$ cat src/rtl/vcarry_pkg.sv
package vcarry_pkg;

    localparam int ELEN    = 64;
    localparam int NUM_SEW = 4;

    typedef enum logic [1:0] {
        SEW_8  = 2'd0,
        SEW_16 = 2'd1,
        SEW_32 = 2'd2,
        SEW_64 = 2'd3
    } sew_e;

    typedef enum logic [1:0] {
        OP_ADD_C  = 2'd0,
        OP_SUB_B  = 2'd1,
        OP_CARRY  = 2'd2,
        OP_BORROW = 2'd3
    } op_e;

    typedef enum logic [1:0] {
        SRC_VREG = 2'd0,
        SRC_XREG = 2'd1,
        SRC_IMM  = 2'd2,
        SRC_RSVD = 2'd3
    } src_e;

    typedef struct packed {
        logic illegal;
        logic is_mask;
        logic is_sub;
        logic use_cin;
    } lane_ctl_t;

    typedef struct packed {
        logic            valid;
        logic [ELEN-1:0] data;
        logic            mask;
        logic            is_mask;
        logic            illegal;
        logic            tail_agn;
    } lane_res_t;

    function automatic logic [ELEN-1:0] width_mask(sew_e s);
        return {ELEN{1'b1}} >> (ELEN - (8 << s));
    endfunction

    function automatic logic is_full_width(op_e o);
        return (o == OP_ADD_C) || (o == OP_SUB_B);
    endfunction

endpackage

$ cat src/rtl/vcarry_decode.sv
module vcarry_decode
    import vcarry_pkg::*;
#(
    parameter int REG_W = 5
) (
    input  op_e              op,
    input  src_e             src,
    input  logic             vm,
    input  logic [REG_W-1:0] vd,
    output lane_ctl_t        ctl
);
    logic full_op;
    logic bad_src;
    logic bad_vm;
    logic bad_vd;

    always_comb begin
        full_op = is_full_width(op);
        bad_src = (src == SRC_RSVD);
        bad_vm  = full_op && vm;
        bad_vd  = full_op && (vd == '0);

        ctl.illegal = bad_src || bad_vm || bad_vd;
        ctl.is_mask = !full_op;
        ctl.is_sub  = (op == OP_SUB_B) || (op == OP_BORROW);
        // full-width ops always consume the mask bit; mask producers only when vm=0
        ctl.use_cin = full_op ? 1'b1 : !vm;
    end
endmodule

$ cat src/rtl/vcarry_operand.sv
module vcarry_operand
    import vcarry_pkg::*;
#(
    parameter int IMM_W = 5
) (
    input  sew_e             sew,
    input  src_e             src,
    input  logic [ELEN-1:0]  vs2,
    input  logic [ELEN-1:0]  vs1,
    input  logic [ELEN-1:0]  rs1,
    input  logic [IMM_W-1:0] imm,
    output logic [ELEN-1:0]  opa,
    output logic [ELEN-1:0]  opb
);
    localparam int EXT_W = ELEN - IMM_W;

    logic [ELEN-1:0] wmask;
    logic [ELEN-1:0] imm_ext;
    logic [ELEN-1:0] raw_b;

    always_comb begin
        wmask   = width_mask(sew);
        imm_ext = {{EXT_W{imm[IMM_W-1]}}, imm};
        unique case (src)
            SRC_VREG: raw_b = vs1;
            SRC_XREG: raw_b = rs1;
            SRC_IMM:  raw_b = imm_ext;
            default:  raw_b = '0;
        endcase
        opa = vs2 & wmask;
        opb = raw_b & wmask;
    end
endmodule

$ cat src/rtl/vcarry_adder.sv
module vcarry_adder
    import vcarry_pkg::*;
(
    input  sew_e            sew,
    input  logic [ELEN-1:0] opa,
    input  logic [ELEN-1:0] opb,
    input  logic            cin,
    input  logic            is_sub,
    output logic [ELEN-1:0] sum,
    output logic            cout
);
    logic [ELEN-1:0] sum_w  [NUM_SEW];
    logic            cout_w [NUM_SEW];

    for (genvar g = 0; g < NUM_SEW; g++) begin : g_width
        localparam int W = 8 << g;
        logic [W:0] ext;
        always_comb begin
            if (is_sub)
                ext = {1'b0, opa[W-1:0]} - {1'b0, opb[W-1:0]} - {{W{1'b0}}, cin};
            else
                ext = {1'b0, opa[W-1:0]} + {1'b0, opb[W-1:0]} + {{W{1'b0}}, cin};
            sum_w[g]  = ELEN'(ext[W-1:0]);
            // bit W: carry for add, sign of the untruncated difference for subtract
            cout_w[g] = ext[W];
        end
    end

    always_comb begin
        sum  = sum_w[sew];
        cout = cout_w[sew];
    end
endmodule

$ cat src/rtl/vcarry_lane.sv
module vcarry_lane
    import vcarry_pkg::*;
#(
    parameter int IMM_W = 5,
    parameter int REG_W = 5
) (
    input  logic             clk,
    input  logic             rst,
    input  logic             in_valid,
    input  logic [1:0]       op_sel,
    input  logic [1:0]       src_sel,
    input  logic [1:0]       sew_sel,
    input  logic             vm_bit,
    input  logic             vta_bit,
    input  logic [REG_W-1:0] vd_idx,
    input  logic [63:0]      vs2_data,
    input  logic [63:0]      vs1_data,
    input  logic [63:0]      rs1_data,
    input  logic [IMM_W-1:0] imm5,
    input  logic             cin_bit,
    output logic             res_valid,
    output logic [63:0]      res_data,
    output logic             res_mask,
    output logic             res_is_mask,
    output logic             res_illegal,
    output logic             res_tail_agn
);
    op_e             op;
    src_e            src;
    sew_e            sew;
    lane_ctl_t       ctl;
    logic [ELEN-1:0] opa;
    logic [ELEN-1:0] opb;
    logic [ELEN-1:0] sum;
    logic            cout;
    logic            eff_cin;
    lane_res_t       nxt;
    lane_res_t       res_q;

    assign op  = op_e'(op_sel);
    assign src = src_e'(src_sel);
    assign sew = sew_e'(sew_sel);

    vcarry_decode #(.REG_W(REG_W)) dec_i (
        .op (op), .src (src), .vm (vm_bit), .vd (vd_idx), .ctl (ctl)
    );

    vcarry_operand #(.IMM_W(IMM_W)) opnd_i (
        .sew (sew), .src (src), .vs2 (vs2_data), .vs1 (vs1_data),
        .rs1 (rs1_data), .imm (imm5), .opa (opa), .opb (opb)
    );

    assign eff_cin = ctl.use_cin & cin_bit;

    vcarry_adder add_i (
        .sew (sew), .opa (opa), .opb (opb), .cin (eff_cin),
        .is_sub (ctl.is_sub), .sum (sum), .cout (cout)
    );

    always_comb begin
        nxt = '0;
        if (in_valid) begin
            nxt.valid   = 1'b1;
            nxt.illegal = ctl.illegal;
            if (!ctl.illegal) begin
                nxt.is_mask  = ctl.is_mask;
                nxt.data     = ctl.is_mask ? '0 : sum;
                nxt.mask     = ctl.is_mask ? cout : 1'b0;
                nxt.tail_agn = ctl.is_mask ? 1'b1 : vta_bit;
            end
        end
    end

    always_ff @(posedge clk) begin
        if (rst) res_q <= '0;
        else     res_q <= nxt;
    end

    assign res_valid    = res_q.valid;
    assign res_data     = res_q.data;
    assign res_mask     = res_q.mask;
    assign res_is_mask  = res_q.is_mask;
    assign res_illegal  = res_q.illegal;
    assign res_tail_agn = res_q.tail_agn;


    valid_follow_chk: assert property (@(posedge clk) disable iff (rst)
        in_valid |=> res_valid);


    idle_clear_chk: assert property (@(posedge clk) disable iff (rst)
        !in_valid |=> (!res_valid && res_data == '0 && !res_illegal));


    vm_reserved_chk: assert property (@(posedge clk) disable iff (rst)
        (in_valid && !op_sel[1] && vm_bit) |=> res_illegal);


    v0_dest_chk: assert property (@(posedge clk) disable iff (rst)
        (in_valid && !op_sel[1] && vd_idx == '0) |=> res_illegal);


    illegal_quiet_chk: assert property (@(posedge clk) disable iff (rst)
        res_illegal |-> (res_data == '0 && !res_mask && !res_is_mask && !res_tail_agn));


    mask_tail_chk: assert property (@(posedge clk) disable iff (rst)
        res_is_mask |-> (res_tail_agn && res_data == '0));


    upper_zero_chk: assert property (@(posedge clk) disable iff (rst)
        (in_valid && sew_sel != 2'd3) |=> (res_data >> (8 << $past(sew_sel))) == '0);
endmodule

$ cat config.mk
export PLATFORM = sky130hd
export DESIGN_NAME = vcarry_lane
export DESIGN_NICKNAME = d
export VERILOG_FILES = /design/src/rtl/vcarry_pkg.sv /design/src/rtl/vcarry_decode.sv /design/src/rtl/vcarry_operand.sv /design/src/rtl/vcarry_adder.sv /design/src/rtl/vcarry_lane.sv
export SDC_FILE = /design/constraint.sdc
export NUM_CORES = 1
export LEC_CHECK = 0
export ABC_AREA = 1
export ABC_CLOCK_PERIOD_IN_PS = 5600
export BUFFER_PORTS_ARGS = -buffer_cell sky130_fd_sc_hd__clkbuf_2
export CORE_ASPECT_RATIO = 0.5
export CORE_MARGIN = 3
export CORE_UTILIZATION = 50
export CTS_BUF_LIST = sky130_fd_sc_hd__clkbuf_8 sky130_fd_sc_hd__clkbuf_16
export DETAILED_ROUTE_END_ITERATION = 7
export GPL_TIMING_DRIVEN = 0
export PLACE_DENSITY = 0.72
export SLEW_MARGIN = 0
export SYNTH_ARGS = -nofsm -noshare
export SYNTH_HDL_FRONTEND = slang
export SYNTH_HIERARCHICAL = 1
export SYNTH_SLANG_ARGS = --single-unit
$ cat constraint.sdc
create_clock -name clk -period 5.6 [get_ports clk]
set_input_delay 0.56 -clock clk [delete_from_list [all_inputs] [get_ports clk]]
set_output_delay 0.56 -clock clk [all_outputs]
set_load 0.02 [all_outputs]
==> results of run 1 <==
-- path summary, 6_finish.rpt --
check      endpoint  cells after the start
max    res_data[49]                     22
min     res_illegal                      2
-- cells in the mapped netlist, types with 24 or more instances --
| master | n |
|---|---|
| nor2_2 | 27 |
| nand3_1 | 270 |
| nand4_1 | 24 |
| nand2_2 | 27 |
| inv_1 | 881 |
| o21ai_0 | 112 |
| buf_2 | 28 |
| nor2_1 | 451 |
| nand2_1 | 1103 |
| o21bai_1 | 26 |
| a21oi_1 | 190 |
| ha_1 | 189 |
| nor3_1 | 24 |
| clkbuf_1 | 26 |
| dfxtp_1 | 69 |
-- final cells by class --
class                           count  area, um2  share of cell area, %
Multi-Input combinational cell   2529      12700                   63.2
Inverter                          891       3340                   16.7
Sequential cell                    69       1380                   6.90
Timing Repair Buffer              273       1370                   6.82
Tap cell                          475        594                   2.97
Buffer                             70        362                   1.81
Clock buffer                        9        225                   1.12
Clock inverter                      7       97.6                  0.487
-- report_power, final --
group | switching [mW] | total, mW | internal, mW
Sequential | 0.00275 | 0.503 | 0.500
Clock | 0.257 | 0.649 | 0.392
Combinational | 1.59 | 2.27 | 0.680
-- layout by cell type (no fill, tap or decap), types with 3 or more instances in the layout --
cell type,count
and2_1,4
o21a_1,3
nor3_2,3
clkbuf_1,26
nand4_1,24
nor2_1,451
buf_4,3
a31oi_1,3
buf_2,28
or2_2,6
nand2_4,3
a21o_1,4
nand2_1,1103
nand3_1,270
nor2_2,27
nand2_2,27
nand3b_1,12
inv_2,9
xor2_1,12
buf_1,6
nor3_1,24
clkbuf_16,9
fa_1,4
dfxtp_1,69
o21bai_1,26
buf_6,7
inv_1,881
nor2_4,6
nand3_2,12
a21oi_1,190
o21ai_0,112
ha_1,189
clkbuf_2,273
-- sequential cells by signal, indices dropped and copies added (netlist names) --
signal / flops
res_tail_agn: 1
res_valid: 1
res_data: 64
res_is_mask: 1
res_mask: 1
res_illegal: 1
-- layer usage --
metal / GRT usage [%] / vias to the layer above
li1: - / 11230
met1: 59.8 / 10316
met2: 60.0 / 1282
met3: 12.0 / 115
met4: 9.16 / 0
met5: 0 / -
-- cell families (layout without fill, tap and decap cells) --
family | count (synthesis) | count (layout) | share of synthesized area (%)
AOI/OAI and AO/OA | 347 | 347 | 10.5
xor gates and xnor gates | 14 | 14 | 0.691
adders and majority gates | 193 | 193 | 13.8
buffers and inverters | 961 | 1250 | 20.9
DFF | 69 | 69 | 7.79
muxes | 1 | 1 | 0.0564
and+or+nand+nor | 1974 | 1974 | 46.3
==> results.json, run 1 <==
{
  "yosys.area.top_type": "nand2_1",
  "worstPathArrival_ps": 5360,
  "worst_pin_slew_ps": 1120,
  "final_area_um2": 20000,
  "worst_path_most_repeated_cell": "nor2_1",
  "synth_nets": 3966,
  "hpwl_um": 70500,
  "wl_met2_um": 31900,
  "maxCapViolations": 0,
  "post-route-min-period_ps": 5060,
  "ys_ff_latch": 69,
  "synth_cells": 3559,
  "synth_edf_count": 0,
  "clk_pin_slew_ps": 70,
  "postPlaceCellArea_um2": 19700,
  "min_path_type": "input port to flip-flop",
  "ctsHoldBuffers": 0,
  "wl_um": 81000,
  "max-slew-margin-rel_pct": 25.0,
  "syn_avg_cell_area_um2": 4.99,
  "crit_buf_inv": 7,
  "drive_gt1_share_pct": 11.1,
  "yosysUniqueCellTypes": 43,
  "synthFlopType": "dfxtp_1",
  "power_mw": 3.42,
  "diodes": 0,
  "core_area_um2": 34700,
  "grt_pass1_wl_um": 119000,
  "instances_no_fill": 4323,
  "viasPerCell": 5.31,
  "crit_path_end_kind": "flip-flop",
  "cts_buffers": 9,
  "slew_viol_final": 0,
  "wl_met3_um": 10900,
  "ir_worst_vdd_uv": 133,
  "worstPathRequired_ps": 5900,
  "final.setup.tns_ps": 0,
  "p_per_area_nw_per_um2": 171,
  "worst-setup-path-type": "input port to flip-flop",
  "drc": 0,
  "maxUsedRoutingLayer": "met4",
  "track_usage_pct": 41.3,
  "ys_warn_count": 6,
  "grt_start_max_net_pins": 14,
  "gp_congestion": 1.05,
  "fin_util_pct": 57.7,
  "path_cells": "clkbuf_2, buf_2, nand2_1, inv_1, buf_2, nand2_1, inv_1, ha_1, inv_1, ha_1, nand2_1, nor2_1, nand2_1, nor2_1, nand3_1, a21oi_1, nor2_1, nor2_1, nor2_1, nor2_1, inv_1, nor2_2",
  "place_inst": 4307,
  "crit_path_top_delay_cell": "nor2_1",
  "synth_top_area_share_pct": 23.3,
  "cts_max_path_buffers": 2,
  "grt_pass1_vias": 20631,
  "area_delta_synth_final_pct": 12.9,
  "wire_per_inst_um": 18.7,
  "fill_cells": 3798,
  "cts-resized-gates": 0,
  "yosys-top-cells-area": "nand2_1, inv_1, ha_1",
  "vias": 22943,
  "grt-ovfl-total": 0,
  "antenna_found_initial": 1,
  "die_h_um": 139,
  "post-route-period-util_pct": 90.4,
  "ys_seq_area_share_pct": 7.79,
  "cts.sink_count": 69,
  "finalHoldViolCount": 0,
  "outcome": "completed",
  "fmax_mhz": 198,
  "syn_area_um2": 17700,
  "dpl_worst_slack_ps": 548,
  "first_iter_violations": 2994,
  "ios": 283,
  "fin_ws_ps": 537,
  "htree_levels": 3,
  "floorplan.initialDensity_pct": 51.1,
  "rsz0062_at_grt": "false",
  "critPathMaxFanout": 10,
  "cpPeakStageDelay_ps": 480,
  "m1WireLength_um": 36300,
  "die_area_um2": 37900,
  "crit_path_start": "sew_sel[1]",
  "nNetsFinal": 4250,
  "clockRootBuffer": "clkbuf_16",
  "async_flop_share_pct": 0,
  "die_w_um": 272,
  "hp-start": "rst",
  "cts_tree": "yes",
  "setup_violations": 0,
  "fp-row-count": 48,
  "cp_top_family": "simple AND/OR/NAND/NOR gates",
  "leakagePower_nw": 12.6,
  "startpoint_type": "input port",
  "cts_setup_buffers": 0,
  "hold_slack_ps": 419,
  "drtPass1Iterations": 6,
  "port_buffers": 273,
  "final_antenna_net_count": 0
}
No activity file was read; power rests on OpenSTA's default activity.
==> inputs of run 2 (changes only) <==
- PLACE_DENSITY: 0.72 -> 0.68
- REMOVE_ABC_BUFFERS: unset -> 1
- SLEW_MARGIN: 0 -> unset
==> run 2 against run 1 <==
Compared with the run above:
- first-iteration DRC count is 22% lower
- flip-flop and latch count stayed put
- fmax is 5.5% lower
- non-clock buffer count is 58 lower
- clock power is 3.4% higher
- final cell count is 1.3% lower
- worst setup slack worse by 300 ps
- sequential share of layout area is 0.071 points higher
- critical path depth is 1 lower
- via count is 2.9% lower
- total power is 1.2% lower
==> results.json, run 2 (same netlist as run 1, synthesis figures left out) <==
{
  "outcome": "completed",
  "clkPwrFrac_pct": 19.9,
  "nNetsFinal": 4194,
  "final_common_cell": "nand2_1",
  "vias": 22274,
  "die_h_um": 139,
  "final.setup.tns_ps": 0,
  "place_inst": 4248,
  "die_area_um2": 37900,
  "p_switching_mw": 1.82,
  "final_cell_mix": "nand2_1, inv_1, nor2_1",
  "gr-usage-met2_pct": 58.9,
  "maxCapViolations": 0,
  "worstPathRequired_ps": 5830,
  "startpoint_type": "input port",
  "instances_no_fill": 4267,
  "hpwl_um": 64000,
  "drive_gt1_share_pct": 10.7,
  "port_buffers": 282,
  "post-route-period-util_pct": 95.7,
  "cts.sink_count": 69,
  "wl_um": 75200,
  "ir_worst_vdd_uv": 123,
  "grt_start_max_net_pins": 70,
  "gp_congestion": 1.04,
  "core_area_um2": 34700,
  "rsz0062_at_grt": "false",
  "grt_use_met1_pct": 54.2,
  "combPwrFrac_pct": 65.3,
  "area_delta_synth_final_pct": 11.7,
  "finalHoldViolCount": 0,
  "wire_per_inst_um": 17.6,
  "grt_pass1_wl_um": 112000,
  "fill_cells": 3828,
  "intPower_mw": 1.56,
  "gr-max-usage-layer": "met2",
  "final_antenna_net_count": 0,
  "critPathMaxFanout": 41,
  "diodes": 0,
  "fin_ws_ps": 240,
  "track_usage_pct": 38.5,
  "grt_pass1_vias": 20083,
  "hp-start": "rst",
  "worstPathArrival_ps": 5590,
  "power.share.switching_pct": 53.7,
  "leakagePower_nw": 12.5,
  "viasPerCell": 5.22,
  "worstHoldPathCells": 2,
  "pwr-share-seq_pct": 14.9,
  "p_per_area_nw_per_um2": 171,
  "die_w_um": 272,
  "cts_max_path_buffers": 2,
  "ios": 283,
  "antenna_found_initial": 1,
  "drc": 0,
  "min_path_type": "input port to flip-flop",
  "cts_buffers": 9,
  "ctsHoldBuffers": 0,
  "drtPass1Iterations": 7,
  "htree_levels": 3,
  "clk_pin_slew_ps": 60,
  "largest_reg_flops": 64,
  "grt-ovfl-total": 0,
  "dpl_worst_slack_ps": -864,
  "fp-row-count": 48,
  "floorplan.initialDensity_pct": 51.1,
  "fmax_mhz": 187,
  "setup_violations": 0,
  "post-route-min-period_ps": 5360,
  "first_iter_violations": 2326,
  "slew_viol_final": 0,
  "hold_path_end": "res_illegal",
  "cts_tree": "yes",
  "clockRootBuffer": "clkbuf_16",
  "grt_use_met3_pct": 7.78,
  "crit_path_end_kind": "flip-flop",
  "worst_pin_slew_ps": 1320,
  "max-slew-margin-rel_pct": 11.7,
  "worst-setup-path-type": "input port to flip-flop",
  "fin_util_pct": 57.1
}
## run 2: cell count changes in the layout (fill, tap and decap cells not counted), moves of 3 or more
cell      previous run  this run
buf_1                6         0
buf_2               28         1
buf_4                3         0
buf_6                7         0
clkbuf_1            26         0
clkbuf_2           273       280
## run 2: layout make-up
| type | count | area (um2) | share of cell area [%] |
|---|---|---|---|
| Multi-Input combinational cell | 2530 | 12700 | 64.0 |
| Clock buffer | 9 | 225 | 1.14 |
| Clock inverter | 7 | 97.6 | 0.492 |
| Inverter | 891 | 3350 | 16.9 |
| Sequential cell | 69 | 1380 | 6.97 |
| Timing Repair inverter | 1 | 5.00 | 0.0252 |
| Timing Repair Buffer | 285 | 1480 | 7.47 |
| Tap cell | 475 | 594 | 3.00 |
## run 2: power by group through the flow
stage               Clock [mW]  Sequential, mW  Combinational [mW]
floorplan                    0           0.525                1.43
global placement             0           0.513                2.07
detailed placement           0           0.513                2.11
CTS                      0.664           0.502                2.12
global route             0.684           0.503                2.42
finish                   0.671           0.502                2.21
## run 2: how the worst max path moves through the flow
stage | cells after the start | start | endpoint | slack, ps
after floorplan | 20 | src_sel[0] | res_data[47] | 1560
final | 21 | sew_sel[1] | res_data[61] | 240
after global routing | 21 | sew_sel[1] | res_data[61] | 130
after CTS | 28 | src_sel[0] | res_mask | 20
after global placement | 22 | src_sel[0] | res_data[61] | -1040
after detailed placement | 21 | sew_sel[1] | res_data[61] | -860
## run 2: metrics by stage
| step | instance area (um2) | hold slack [ps] | power, mW |
|---|---|---|---|
| 2_1_floorplan | 17400 | 638 | 1.95 |
| 3_3_place_gp | 19400 | 781 | 2.59 |
| 3_5_place_dp | 19400 | 788 | 2.62 |
| 4_1_cts | 19800 | 415 | 3.29 |
| 5_1_grt | 19800 | 431 | 3.61 |
| 6_report | 19800 | 416 | 3.38 |
## run 2: critical path, stage by stage
cell and delay (ps):
clkbuf_2 530, nand2_8 470, clkinvlp_4 390, nand2_1 160, inv_1 80, ha_1 470, inv_1 180, ha_1 520
nand2_1 150, nor2_1 180, inv_1 110, nor3_2 400, nand2_1 370, nor2_1 180, nand2_1 260, nand3_1 170
nand2_1 60, nor2_1 110, nor2_1 50, inv_1 70, nor2_2 40
## run 2: timing repair
action / CTS / global route
cloned: 1 / 1
pin swaps: 1 / 0
setup buffers: 0 / 0
resized for setup: 3 / 1
setup endpoints to repair: 24 / 3
## run 2: per-layer routing
metal,routed length (um),up-vias,share of wire (%)
met3,8260,127,11
met5,0,-,0
met4,2560,0,3.4
met1,33800,9938,45
li1,-,11120,-
met2,30700,1089,41
==> inputs of run 3 (changes only) <==
- ABC_AREA: 1 -> unset
- PLACE_DENSITY: 0.68 -> 0.7
==> run 3 against run 2 <==
Compared with the run above:
- synthesized area decreased by 23%
- hold slack better by 40 ps
- highest routed layer unchanged
- critical path depth unchanged
- fmax decreased by 1.7%
- clock power down 19%
- sequential power about the same
- synthesized cell count down 45%
==> results.json, run 3 <==
{
  "outcome": "completed",
  "gp_congestion": 0.926,
  "multi_input_area_um2": 10900,
  "final_antenna_net_count": 0,
  "track_usage_pct": 28.9,
  "die_area_um2": 29300,
  "wl_um": 44100,
  "fmax_mhz": 183,
  "p_per_area_nw_per_um2": 182,
  "post-route-period-util_pct": 97.3,
  "area_delta_synth_final_pct": 13.6,
  "grt_pass1_wl_um": 68500,
  "hold_slack_ps": 456,
  "crit_path_start": "src_sel[0]",
  "first_iter_violations": 1220,
  "worst_pin_slew_ps": 956,
  "post-route-min-period_ps": 5450,
  "cp_top_family": "simple AND/OR/NAND/NOR gates",
  "ys_warn_count": 6,
  "synth_edf_count": 0,
  "ir_worst_vdd_uv": 176,
  "crit_buf_inv": 2,
  "startpoint_type": "input port",
  "slew_viol_final": 0,
  "worst-setup-path-type": "input port to flip-flop",
  "cts_buffers": 9,
  "cts_tree": "yes",
  "drive_gt1_share_pct": 19.0,
  "vias": 14475,
  "die_w_um": 239,
  "ys_seq_area_share_pct": 10.2,
  "synthTopCellsByCount": "inv_1, ha_1, nand2_1",
  "cts_setup_buffers": 0,
  "diodes": 0,
  "ios": 283,
  "die_h_um": 123,
  "synth_top_area_share_pct": 17.4,
  "grt_start_max_net_pins": 89,
  "cpPeakStageDelay_ps": 570,
  "fin_util_pct": 59.6,
  "worstPathArrival_ps": 5710,
  "fill_cells": 2559,
  "crit_cells": 21,
  "floorplan.initialDensity_pct": 52.4,
  "worstSetupEndpoint": "res_mask",
  "drc": 0,
  "final_common_cell": "clkbuf_2",
  "yosys-top-cells-area": "ha_1, dfxtp_1, inv_1",
  "clockRootBuffer": "clkbuf_16",
  "min_path_type": "input port to flip-flop",
  "worst_path_most_repeated_cell": "nand2_1",
  "fp-row-count": 41,
  "largest_reg_flops": 64,
  "path_cells": "buf_4, nor2b_4, nand2_1, o21ai_0, inv_1, fa_1, ha_1, nor2_1, fa_1, and3b_1, o21ai_1, nand2_1, o21bai_2, nand3_1, nand2_1, a31oi_1, xnor2_1, mux4_2, o221ai_1, or4_1, and2_1",
  "clk_pin_slew_ps": 60,
  "leakagePower_nw": 7.56,
  "synth_cells": 1947,
  "drtPass1Iterations": 5,
  "cts_max_path_buffers": 2,
  "htree_levels": 3,
  "worstPathRequired_ps": 5860,
  "yosysUniqueCellTypes": 90,
  "syn_avg_cell_area_um2": 6.99,
  "grt-ovfl-total": 0,
  "wire_per_inst_um": 17.8,
  "maxCapViolations": 0,
  "antenna_found_initial": 1,
  "nNetsFinal": 2542,
  "syn_area_um2": 13600,
  "seq_area_um2": 1380,
  "cts.sink_count": 69,
  "synthFlopType": "dfxtp_1",
  "core_area_um2": 26000,
  "port_buffers": 282,
  "crit_path_end_kind": "flip-flop",
  "finalHoldViolCount": 0,
  "yosys.area.top_type": "ha_1",
  "ys_ff_latch": 69,
  "async_flop_share_pct": 0,
  "final_cell_mix": "clkbuf_2, inv_1, ha_1",
  "setup_violations": 0,
  "crit_path_top_delay_cell": "fa_1",
  "grt_pass1_vias": 13257,
  "critPathMaxFanout": 46,
  "max-slew-margin-rel_pct": 35.7,
  "synth_most_common_cell": "inv_1",
  "ctsHoldBuffers": 0,
  "hpwl_um": 35100,
  "viasPerCell": 5.83
}
[run 3: changes by cell type in the layout (fill, tap and decap cells not counted), sizes merged, moves of 22 or more]
cell | previous run | this run
nor2 | 485 | 113
o31ai | 0 | 23
a21oi | 192 | 160
and2 | 4 | 93
nand3 | 282 | 21
xnor2 | 2 | 94
nor2b | 0 | 22
and3 | 0 | 62
a21o | 4 | 28
nor4 | 2 | 28
a211oi | 0 | 114
inv | 890 | 235
nand2 | 1133 | 163
[run 3: what timing repair did]
item,CTS,global route
hold endpoints to repair,0,0
endpoints found under the setup margin,23,18
gates resized for setup,8,19
pin swaps,0,1
cloned,0,1
[run 3: how the worst min path moves through the flow]
| stage | from | to | slack (ps) | cells after the start |
|---|---|---|---|---|
| 2_1_floorplan | in_valid | res_valid | 720 | 1 |
| 3_3_place_gp | vta_bit | res_tail_agn | 840 | 3 |
| 3_5_place_dp | vta_bit | res_tail_agn | 840 | 3 |
| 4_1_cts | vta_bit | res_tail_agn | 440 | 3 |
| 5_1_grt | in_valid | res_valid | 470 | 2 |
| 6_report | vta_bit | res_tail_agn | 460 | 3 |
[run 3: kinds of logic (layout without fill, tap and decap cells)]
group	Yosys count	count (layout)	share of synthesized area (%)
adder cells (fa/ha/maj)	193	193	18.0
buffers and inverters	349	538	10.1
AND/OR/NAND/NOR	607	608	23.4
flip-flops	69	69	10.2
XOR/XNOR	120	120	7.72
AO/OA/AOI/OAI	601	601	29.9
multiplexers	8	8	0.680
[run 3: routing by layer]
metal / share of wire [%] / track usage (%)
met2: 44 / 47.7
met4: 1.6 / 6.37
met3: 5.6 / 4.20
met5: 0 / 0
met1: 48 / 40.2
[run 3: layout make-up]
class / instances / area share [%]
tap: 344 / 2.78
clock inverter: 3 / 0.105
timing repair buffer: 289 / 10.2
inverter: 236 / 5.78
multi-input combinational: 1530 / 70.7
sequential: 69 / 8.93
clock buffer: 10 / 1.55
[run 3: stage by stage]
stage | setup slack (ps) | power, mW | instances | instance area [um2] | TNS, ps
6_report | 150 | 2.81 | 2481 | 15500 | 0
4_1_cts | 42.3 | 2.78 | 2480 | 15400 | 0
3_5_place_dp | -1110 | 2.22 | 2467 | 15100 | -21700
5_1_grt | -7.54 | 3.03 | 2481 | 15500 | -7.54
3_3_place_gp | -1940 | 2.21 | 2460 | 15000 | -70910
2_1_floorplan | 444 | 1.76 | 1834 | 13100 | 0
[run 3: power breakdown]
| part | total, mW | internal, mW | switching (mW) |
|---|---|---|---|
| combinational | 1.77 | 0.705 | 1.06 |
| sequential | 0.504 | 0.501 | 0.00333 |
| clock | 0.542 | 0.302 | 0.240 |
